`config.mk`:
```
export PLATFORM = sky130hd
export DESIGN_NAME = spi_passthru_router
export DESIGN_NICKNAME = d
export VERILOG_FILES = /design/src/rtl/spi_pt_pkg.sv /design/src/rtl/spi_pt_frontend.sv /design/src/rtl/spi_pt_regs.sv /design/src/rtl/spi_pt_edges.sv /design/src/rtl/spi_pt_pinmux.sv /design/src/rtl/spi_passthru_router.sv
export SDC_FILE = /design/constraint.sdc
export NUM_CORES = 1
export LEC_CHECK = 0
export BUFFER_PORTS_ARGS = -buffer_cell sky130_fd_sc_hd__clkbuf_2
export CAP_MARGIN = 40
export CORE_MARGIN = 5
export CORE_UTILIZATION = 55
export DETAILED_ROUTE_END_ITERATION = 12
export PLACE_DENSITY_LB_ADDON = 0.25
export SYNTH_ARGS = -nofsm -noshare
export SYNTH_HDL_FRONTEND = slang
export SYNTH_HIERARCHICAL = 1
export SYNTH_SLANG_ARGS = --single-unit
```
`constraint.sdc`:
```
create_clock -name clk -period 3.18 [get_ports clk]
set_input_delay 0.318 -clock clk [delete_from_list [all_inputs] [get_ports clk]]
set_output_delay 0.318 -clock clk [all_outputs]
set_load 0.03 [all_outputs]
```
`src/rtl/spi_pt_pkg.sv`:
```
package spi_pt_pkg;
  localparam int NPIN_DEF = 4;
  localparam int DW       = 8;
  localparam int ADDR_W   = DW - 1;

  typedef enum logic [1:0] {
    PM_IN     = 2'b00,
    PM_PUSH   = 2'b01,
    PM_ODRAIN = 2'b10,
    PM_HIZ    = 2'b11
  } pin_mode_e;

  localparam logic [ADDR_W-1:0] A_ROUTE = 7'd4;
  localparam logic [ADDR_W-1:0] A_FLAG  = 7'd5;
  localparam logic [ADDR_W-1:0] A_MASK  = 7'd6;

  // routing roles by pin index
  localparam int PIN_RET = 0;
  localparam int PIN_DAT = 1;
  localparam int PIN_CLK = 2;
  localparam int PIN_SEL = 3;
endpackage

```
`src/rtl/spi_pt_frontend.sv`:
```
module spi_pt_frontend
  import spi_pt_pkg::*;
#(
  parameter int W = DW
) (
  input  logic              clk,
  input  logic              rst,
  input  logic              sclk,
  input  logic              csn,
  input  logic              mosi,
  output logic              sel_o,
  output logic              csn_rise_o,
  output logic              wr_stb_o,
  output logic [W-2:0]      wr_addr_o,
  output logic [W-1:0]      wr_data_o,
  output logic              rd_req_o,
  output logic [W-2:0]      rd_addr_o,
  input  logic [W-1:0]      rd_data_i,
  output logic              miso_bit_o,
  output logic              miso_drv_o
);
  localparam int FW = 2 * W;
  localparam int CW = $clog2(FW + 1);

  logic [1:0] csn_q, sclk_q, mosi_q;
  logic       csn_d, sclk_d;
  logic       csn_s, sclk_s, mosi_s, rise, fall;
  logic [CW-1:0] cnt;
  logic [W-2:0]  sh;
  logic [W-1:0]  hdr, obuf;

  always_ff @(posedge clk) begin
    if (rst) begin
      csn_q  <= '1;
      csn_d  <= 1'b1;
      sclk_q <= '0;
      sclk_d <= 1'b0;
      mosi_q <= '0;
    end else begin
      csn_q  <= {csn_q[0], csn};
      sclk_q <= {sclk_q[0], sclk};
      mosi_q <= {mosi_q[0], mosi};
      csn_d  <= csn_s;
      sclk_d <= sclk_s;
    end
  end

  assign csn_s  = csn_q[1];
  assign sclk_s = sclk_q[1];
  assign mosi_s = mosi_q[1];
  assign rise   = sclk_s & ~sclk_d & ~csn_s;
  assign fall   = ~sclk_s & sclk_d & ~csn_s;

  always_ff @(posedge clk) begin
    if (rst) begin
      cnt  <= '0;
      sh   <= '0;
      hdr  <= '0;
      obuf <= '0;
    end else if (csn_s) begin
      cnt <= '0;
    end else begin
      if (rise) begin
        if (cnt != CW'(FW)) cnt <= cnt + 1'b1;
        sh <= {sh[W-3:0], mosi_s};
        if (cnt == CW'(W-1)) hdr <= {sh, mosi_s};
      end
      if (rd_req_o)
        obuf <= rd_data_i;
      else if (fall && cnt > CW'(W))
        obuf <= {obuf[W-2:0], 1'b0};
    end
  end

  assign sel_o      = ~csn_s;
  assign csn_rise_o = csn_s & ~csn_d;
  assign rd_req_o   = rise && (cnt == CW'(W-1)) && sh[W-2];
  assign rd_addr_o  = {sh[W-3:0], mosi_s};
  assign wr_stb_o   = rise && (cnt == CW'(FW-1)) && !hdr[W-1];
  assign wr_addr_o  = hdr[W-2:0];
  assign wr_data_o  = {sh, mosi_s};
  assign miso_bit_o = obuf[W-1];
  assign miso_drv_o = ~csn_s && hdr[W-1] && (cnt >= CW'(W));
endmodule

```
`src/rtl/spi_pt_regs.sv`:
```
module spi_pt_regs
  import spi_pt_pkg::*;
#(
  parameter int NPIN = NPIN_DEF
) (
  input  logic                   clk,
  input  logic                   rst,
  input  logic                   wr_stb_i,
  input  logic [ADDR_W-1:0]      wr_addr_i,
  input  logic [DW-1:0]          wr_data_i,
  input  logic [ADDR_W-1:0]      rd_addr_i,
  output logic [DW-1:0]          rd_data_o,
  input  logic                   sel_i,
  input  logic                   csn_rise_i,
  input  logic [2*NPIN-1:0]      flags_i,
  output logic [2*NPIN-1:0]      flag_clr_o,
  output logic [2*NPIN-1:0]      mask_o,
  output logic [NPIN-1:0][1:0]   mode_o,
  output logic [NPIN-1:0]        level_o,
  output logic [NPIN-1:0]        route_en_o,
  output logic                   armed_o
);
  localparam int PW = $clog2(NPIN);

  logic [DW-1:0] ctrl [NPIN];
  logic          pend;

  always_ff @(posedge clk) begin
    if (rst) begin
      for (int k = 0; k < NPIN; k++) ctrl[k] <= '0;
      route_en_o <= '0;
      mask_o     <= '0;
    end else if (wr_stb_i) begin
      if (wr_addr_i < ADDR_W'(NPIN)) ctrl[wr_addr_i[PW-1:0]] <= wr_data_i;
      if (wr_addr_i == A_ROUTE) route_en_o <= wr_data_i[DW-1 -: NPIN];
      if (wr_addr_i == A_MASK)  mask_o     <= wr_data_i[2*NPIN-1:0];
    end
  end

  always_ff @(posedge clk) begin
    if (rst) begin
      pend    <= 1'b0;
      armed_o <= 1'b0;
    end else begin
      if (wr_stb_i && wr_addr_i == A_ROUTE) pend <= 1'b1;
      else if (csn_rise_i)                  pend <= 1'b0;
      if (sel_i)           armed_o <= 1'b0;
      else if (csn_rise_i) armed_o <= pend;
    end
  end

  assign flag_clr_o = (wr_stb_i && wr_addr_i == A_FLAG) ? wr_data_i[2*NPIN-1:0] : '0;

  always_comb begin
    rd_data_o = '0;
    if (rd_addr_i < ADDR_W'(NPIN)) rd_data_o = ctrl[rd_addr_i[PW-1:0]];
    else if (rd_addr_i == A_ROUTE) rd_data_o = {route_en_o, {(DW-NPIN){1'b0}}};
    else if (rd_addr_i == A_FLAG)  rd_data_o = DW'(flags_i);
    else if (rd_addr_i == A_MASK)  rd_data_o = DW'(mask_o);
  end

  for (genvar i = 0; i < NPIN; i++) begin : g_cfg
    assign mode_o[i]  = ctrl[i][1:0];
    assign level_o[i] = ctrl[i][2];
  end

  // arming only follows a chip-select release
  a_r6_arm_on_release: assert property (@(posedge clk) disable iff (rst)
    $rose(armed_o) |-> $past(csn_rise_i));
  // a selected frame always drops the armed state
  a_r7_drop_on_select: assert property (@(posedge clk) disable iff (rst)
    sel_i |=> !armed_o);
endmodule

```
`src/rtl/spi_pt_edges.sv`:
```
module spi_pt_edges #(
  parameter int NPIN = 4
) (
  input  logic                clk,
  input  logic                rst,
  input  logic [NPIN-1:0]     pin_i,
  input  logic [2*NPIN-1:0]   clr_i,
  input  logic [2*NPIN-1:0]   mask_i,
  output logic [2*NPIN-1:0]   flags_o,
  output logic                irq_o
);
  logic [NPIN-1:0]   q1, q2, prev;
  logic [2*NPIN-1:0] setv;

  assign setv = {~q2 & prev, q2 & ~prev};

  always_ff @(posedge clk) begin
    if (rst) begin
      q1      <= '0;
      q2      <= '0;
      prev    <= '0;
      flags_o <= '0;
      irq_o   <= 1'b0;
    end else begin
      q1      <= pin_i;
      q2      <= q1;
      prev    <= q2;
      flags_o <= (flags_o & ~clr_i) | setv;
      irq_o   <= |(flags_o & mask_i);
    end
  end

  // write-one-to-clear removes the flag unless a new edge arrives
  a_r11_w1c: assert property (@(posedge clk) disable iff (rst)
    (|clr_i) |=> ((flags_o & $past(clr_i) & ~$past(setv)) == '0));
endmodule

```
`src/rtl/spi_pt_pinmux.sv`:
```
module spi_pt_pinmux
  import spi_pt_pkg::*;
#(
  parameter int NPIN = NPIN_DEF
) (
  input  logic [NPIN-1:0][1:0] mode_i,
  input  logic [NPIN-1:0]      level_i,
  input  logic [NPIN-1:0]      route_i,
  input  logic                 sclk_i,
  input  logic                 mosi_i,
  input  logic                 csn_i,
  output logic [NPIN-1:0]      out_o,
  output logic [NPIN-1:0]      oe_o
);
  for (genvar i = 0; i < NPIN; i++) begin : g_pin
    logic n_out, n_oe;
    always_comb begin
      unique case (pin_mode_e'(mode_i[i]))
        PM_PUSH:   begin n_out = level_i[i]; n_oe = 1'b1;        end
        PM_ODRAIN: begin n_out = 1'b0;       n_oe = ~level_i[i]; end
        default:   begin n_out = 1'b0;       n_oe = 1'b0;        end
      endcase
    end
    if (i == PIN_SEL) begin : g_sel
      assign out_o[i] = route_i[i] ? ~csn_i : n_out;
      assign oe_o[i]  = route_i[i] | n_oe;
    end else if (i == PIN_CLK) begin : g_clk
      assign out_o[i] = route_i[i] ? sclk_i : n_out;
      assign oe_o[i]  = route_i[i] | n_oe;
    end else if (i == PIN_DAT) begin : g_dat
      assign out_o[i] = route_i[i] ? mosi_i : n_out;
      assign oe_o[i]  = route_i[i] | n_oe;
    end else if (i == PIN_RET) begin : g_ret
      assign out_o[i] = route_i[i] ? 1'b0 : n_out;
      assign oe_o[i]  = route_i[i] ? 1'b0 : n_oe;
    end else begin : g_plain
      assign out_o[i] = n_out;
      assign oe_o[i]  = n_oe;
    end
  end
endmodule

```
`src/rtl/spi_passthru_router.sv`:
```
module spi_passthru_router
  import spi_pt_pkg::*;
#(
  parameter int NPIN = NPIN_DEF
) (
  input  logic            clk,
  input  logic            rst,
  input  logic            sclk,
  input  logic            csn,
  input  logic            mosi,
  output logic            miso,
  output logic            miso_oe,
  input  logic [NPIN-1:0] gpio_in,
  output logic [NPIN-1:0] gpio_out,
  output logic [NPIN-1:0] gpio_oe,
  output logic            irq
);
  logic                 sel, csn_rise, wr_stb, rd_req, miso_bit, miso_drv, armed, pt_act;
  logic [ADDR_W-1:0]    wr_addr, rd_addr;
  logic [DW-1:0]        wr_data, rd_data;
  logic [2*NPIN-1:0]    flags, flag_clr, mask;
  logic [NPIN-1:0][1:0] mode;
  logic [NPIN-1:0]      level, route_en, route;

  spi_pt_frontend #(.W(DW)) u_fe (
    .clk(clk), .rst(rst), .sclk(sclk), .csn(csn), .mosi(mosi),
    .sel_o(sel), .csn_rise_o(csn_rise),
    .wr_stb_o(wr_stb), .wr_addr_o(wr_addr), .wr_data_o(wr_data),
    .rd_req_o(rd_req), .rd_addr_o(rd_addr), .rd_data_i(rd_data),
    .miso_bit_o(miso_bit), .miso_drv_o(miso_drv)
  );

  spi_pt_regs #(.NPIN(NPIN)) u_regs (
    .clk(clk), .rst(rst), .wr_stb_i(wr_stb), .wr_addr_i(wr_addr),
    .wr_data_i(wr_data), .rd_addr_i(rd_addr), .rd_data_o(rd_data),
    .sel_i(sel), .csn_rise_i(csn_rise), .flags_i(flags),
    .flag_clr_o(flag_clr), .mask_o(mask), .mode_o(mode),
    .level_o(level), .route_en_o(route_en), .armed_o(armed)
  );

  spi_pt_edges #(.NPIN(NPIN)) u_edges (
    .clk(clk), .rst(rst), .pin_i(gpio_in), .clr_i(flag_clr),
    .mask_i(mask), .flags_o(flags), .irq_o(irq)
  );

  // raw chip select ends pass-through without waiting for a clock
  assign pt_act = armed & csn;
  assign route  = route_en & {NPIN{pt_act}};

  spi_pt_pinmux #(.NPIN(NPIN)) u_mux (
    .mode_i(mode), .level_i(level), .route_i(route),
    .sclk_i(sclk), .mosi_i(mosi), .csn_i(csn),
    .out_o(gpio_out), .oe_o(gpio_oe)
  );

  assign miso    = route[PIN_RET] ? gpio_in[PIN_RET] : miso_bit;
  assign miso_oe = route[PIN_RET] | (~csn & miso_drv);

  // enabled downstream select is driven low while routing
  a_r8_sel_low: assert property (@(posedge clk) disable iff (rst)
    (pt_act && route_en[PIN_SEL]) |-> (!gpio_out[PIN_SEL] && gpio_oe[PIN_SEL]));
  // returned data follows pin 1 during routing
  a_r9_miso_follow: assert property (@(posedge clk) disable iff (rst)
    (pt_act && route_en[PIN_RET]) |-> (miso_oe && miso == gpio_in[PIN_RET]));
  // no drive on miso while deselected outside routing
  a_r9_miso_idle: assert property (@(posedge clk) disable iff (rst)
    (!pt_act && csn) |-> !miso_oe);
endmodule

```
==> flow_summary.json <==
{
  "run_status": "completed",
  "startpoint_type": "flop",
  "area_growth_syn_to_layout_pct": 3.72,
  "antenna_found_initial": 0,
  "postLayoutCoreUtil_pct": 59.0,
  "fin_cells": 604,
  "synth_ff_type": "dfxtp_1",
  "final_nets": 511,
  "cp_max_fo": 9,
  "crit_family": "simple AND/OR/NAND/NOR gates",
  "rsz0062_at_grt": "false",
  "wl_per_cell_um": 18.1,
  "postCtsHoldBufs": 0,
  "cp_slowest_cell": "nor4b_4",
  "rows": 34,
  "synth.area.top_cells": "dfxtp_1, edfxtp_1, nor2_1",
  "period_needed_ns": 2.83,
  "cts_resized": 0,
  "avgSynthCellArea_um2": 9.99,
  "die_h_um": 105,
  "grt_usage_pct": 20.4,
  "nFillCells": 739,
  "crit_arrival_ns": 2.85,
  "start_util_pct": 56.9,
  "ant_nets": 0,
  "critical_path.max_stage_delay_ns": 0.55,
  "via_per_inst": 5.99,
  "period_share_pct": 88.9,
  "dpl_cell_area_um2": 4980,
  "die_w_um": 105,
  "drive_gt1_share_pct": 15.3,
  "hp-class": "input pin to flop",
  "synthArstFlopShare_pct": 0,
  "rr_worst_depth": 7,
  "fin_skew_ns": 0.0107,
  "die_area_um2": 11100,
  "cts.path.max_buffers": 2,
  "htree_levels": 3,
  "critPathKind": "flop to flop",
  "totalWireLength_mm": 11.0,
  "gp_congestion": 0.867,
  "crit_end": "u_regs/ctrl[0][7]$_SDFFCE_PN0P_",
  "routed.top_layer": "met4",
  "wirelength_met1_mm": 4.83,
  "synth.distinct_cells": 57,
  "synth_area_leader_cell": "dfxtp_1",
  "maxSlewViolCount": 0,
  "postCtsSetupBuffers": 0,
  "synthesis.nets": 519,
  "vias": 3620,
  "cp.buffers_inverters": 0,
  "tns_ns": 0,
  "r2r_slack_ns": 0.35,
  "cts_root_buffer": "clkbuf_8",
  "firstDrtPassIters": 5,
  "place_hpwl_mm": 7.92,
  "p_per_area_nw_per_um2": 441,
  "ir_drop_uv": 221,
  "syn_area_um2": 4980,
  "diodes": 0,
  "cts_tree": "yes",
  "seq_area_um2": 2380,
  "crit_cells": 7,
  "grt_max_degree": 26,
  "place_inst": 588,
  "cts.clk_slew.worst_paths_ns": 0.10,
  "synth_cells": 499,
  "multi_input_area_um2": 2210,
  "clock_latency_ns": 0.36,
  "layout_commonest_cell": "dfxtp_1",
  "maxCapViolCount": 0,
  "io_buffers": 19,
  "ys_ff_latch": 103,
  "grt_pass1_wl_mm": 17.9,
  "setup_viol": 0,
  "synth-edff-count": 32,
  "drc": 0,
  "grt_pass1_vias": 3332,
  "drt-initial-drc-count": 371,
  "required_ns": 3.20,
  "coreArea_um2": 8760,
  "cp_cell_sequence": "ha_1 > and3_1 > ha_1 > nor3b_1 > nor4b_4 > nand4_2 > nand2b_1",
  "synthDominantCellAreaShare_pct": 28.5,
  "io_pins": 20,
  "reg2reg_to": "u_regs/ctrl[0][7]$_SDFFCE_PN0P_",
  "max_freq_mhz": 354,
  "synth_warnings": 6,
  "final_cell_area_um2": 5170,
  "clock_sinks": 103,
  "met2_length_mm": 5.14,
  "mostFrequentLayoutCells": "dfxtp_1, nor2_1, edfxtp_1",
  "power_leakage_nw": 1.93,
  "critPathLaunch": "u_fe/cnt[0]$_SDFFE_PP0P_",
  "wl_met3_um": 833,
  "hold_viol_final": 0,
  "slew_headroom_pct": 47.1,
  "grt_overflow_total": 0,
  "yosysSeqAreaShare_pct": 47.8,
  "numCtsBuffers": 9,
  "tightestPinTransition_ns": 0.793,
  "crit-reg2reg-launch": "u_fe/cnt[0]$_SDFFE_PP0P_",
  "critPathMostFrequentCell": "ha_1",
  "cp-end-kind": "flop"
}
-- per-stage QoR --
step	worst slack (ns)	hold WS, ns	total power [W]
3_3_place_gp	0.571	0.415	0.00153
2_1_floorplan	0.603	0.389	0.00151
6_report	0.353	0.156	0.00228
4_1_cts	0.412	0.135	0.00231
3_5_place_dp	0.459	0.414	0.00154
5_1_grt	0.177	0.153	0.00237
-- registers in the layout (all words and copies together), names as in the netlist --
register           count
u_regs/ctrl           32
u_edges/flags_o        8
u_fe/hdr               8
u_fe/obuf              8
u_regs/mask_o          8
u_fe/sh                7
u_fe/cnt               5
u_edges/prev           4
u_edges/q1             4
u_edges/q2             4
u_regs/route_en_o      4
u_fe/csn_q             2
u_fe/mosi_q            2
u_fe/sclk_q            2
u_edges/irq_o          1
u_fe/csn_d             1
u_fe/sclk_d            1
u_regs/armed_o         1
u_regs/pend            1
-- cells by family (layout without fill, tap and decap cells) --
| group | count (synthesis) | count (layout) | synth area share, % |
|---|---|---|---|
| flip-flops | 103 | 103 | 47.8 |
| AO/OA/AOI/OAI | 91 | 91 | 11.9 |
| XOR/XNOR | 3 | 3 | 0.527 |
| adder cells (fa/ha/maj) | 11 | 11 | 2.76 |
| buffers and inverters | 66 | 63 | 7.78 |
| AND/OR/NAND/NOR | 203 | 203 | 22.7 |
| multiplexers | 22 | 22 | 6.53 |
-- routing by layer --
layer  track usage, %  vias up
met5                0        -
met4             3.38        0
met3             5.98       25
met2             31.1      142
met1             29.3     1749
li1                 -     1704
-- worst min-delay path by stage --
stage,startpoint,endpoint,slack (ns),depth (start not counted)
after CTS,gpio_in[3],u_edges/q1[3]$_SDFF_PP0_,0.13,2
after detailed placement,u_fe/csn_q[0]$_SDFF_PP1_,u_fe/csn_q[1]$_SDFF_PP1_,0.41,1
final,gpio_in[3],u_edges/q1[3]$_SDFF_PP0_,0.16,2
after global routing,gpio_in[3],u_edges/q1[3]$_SDFF_PP0_,0.15,2
after floorplan,u_fe/csn_q[0]$_SDFF_PP1_,u_fe/csn_q[1]$_SDFF_PP1_,0.39,1
after global placement,u_fe/csn_q[0]$_SDFF_PP1_,u_fe/csn_q[1]$_SDFF_PP1_,0.41,1
-- synth_stat cells (all sizes together), types with 13 or more instances --
library cell	number
a21oi	33
buf	34
clkbuf	13
dfxtp	71
edfxtp	32
inv	19
mux2i	13
nand2	23
nand2b	28
nand3	22
nor2	66
nor2b	22
o21ai	21
-- cell type report --
| cell class | count | area share, % |
|---|---|---|
| clock buffers | 10 | 2.66 |
| well taps | 108 | 2.61 |
| inverters | 19 | 1.38 |
| flip-flops and latches | 103 | 46.1 |
| repair buffers | 28 | 3.49 |
| clock inverters | 6 | 0.944 |
| multi-input cells | 330 | 42.8 |
-- power breakdown --
group | internal, W | switching (W)
Clock | 0.000318 | 0.000458
Combinational | 0.0000440 | 0.0000625
Sequential | 0.00138 | 0.0000192
Note: power is estimated with default switching activity, not from simulation.
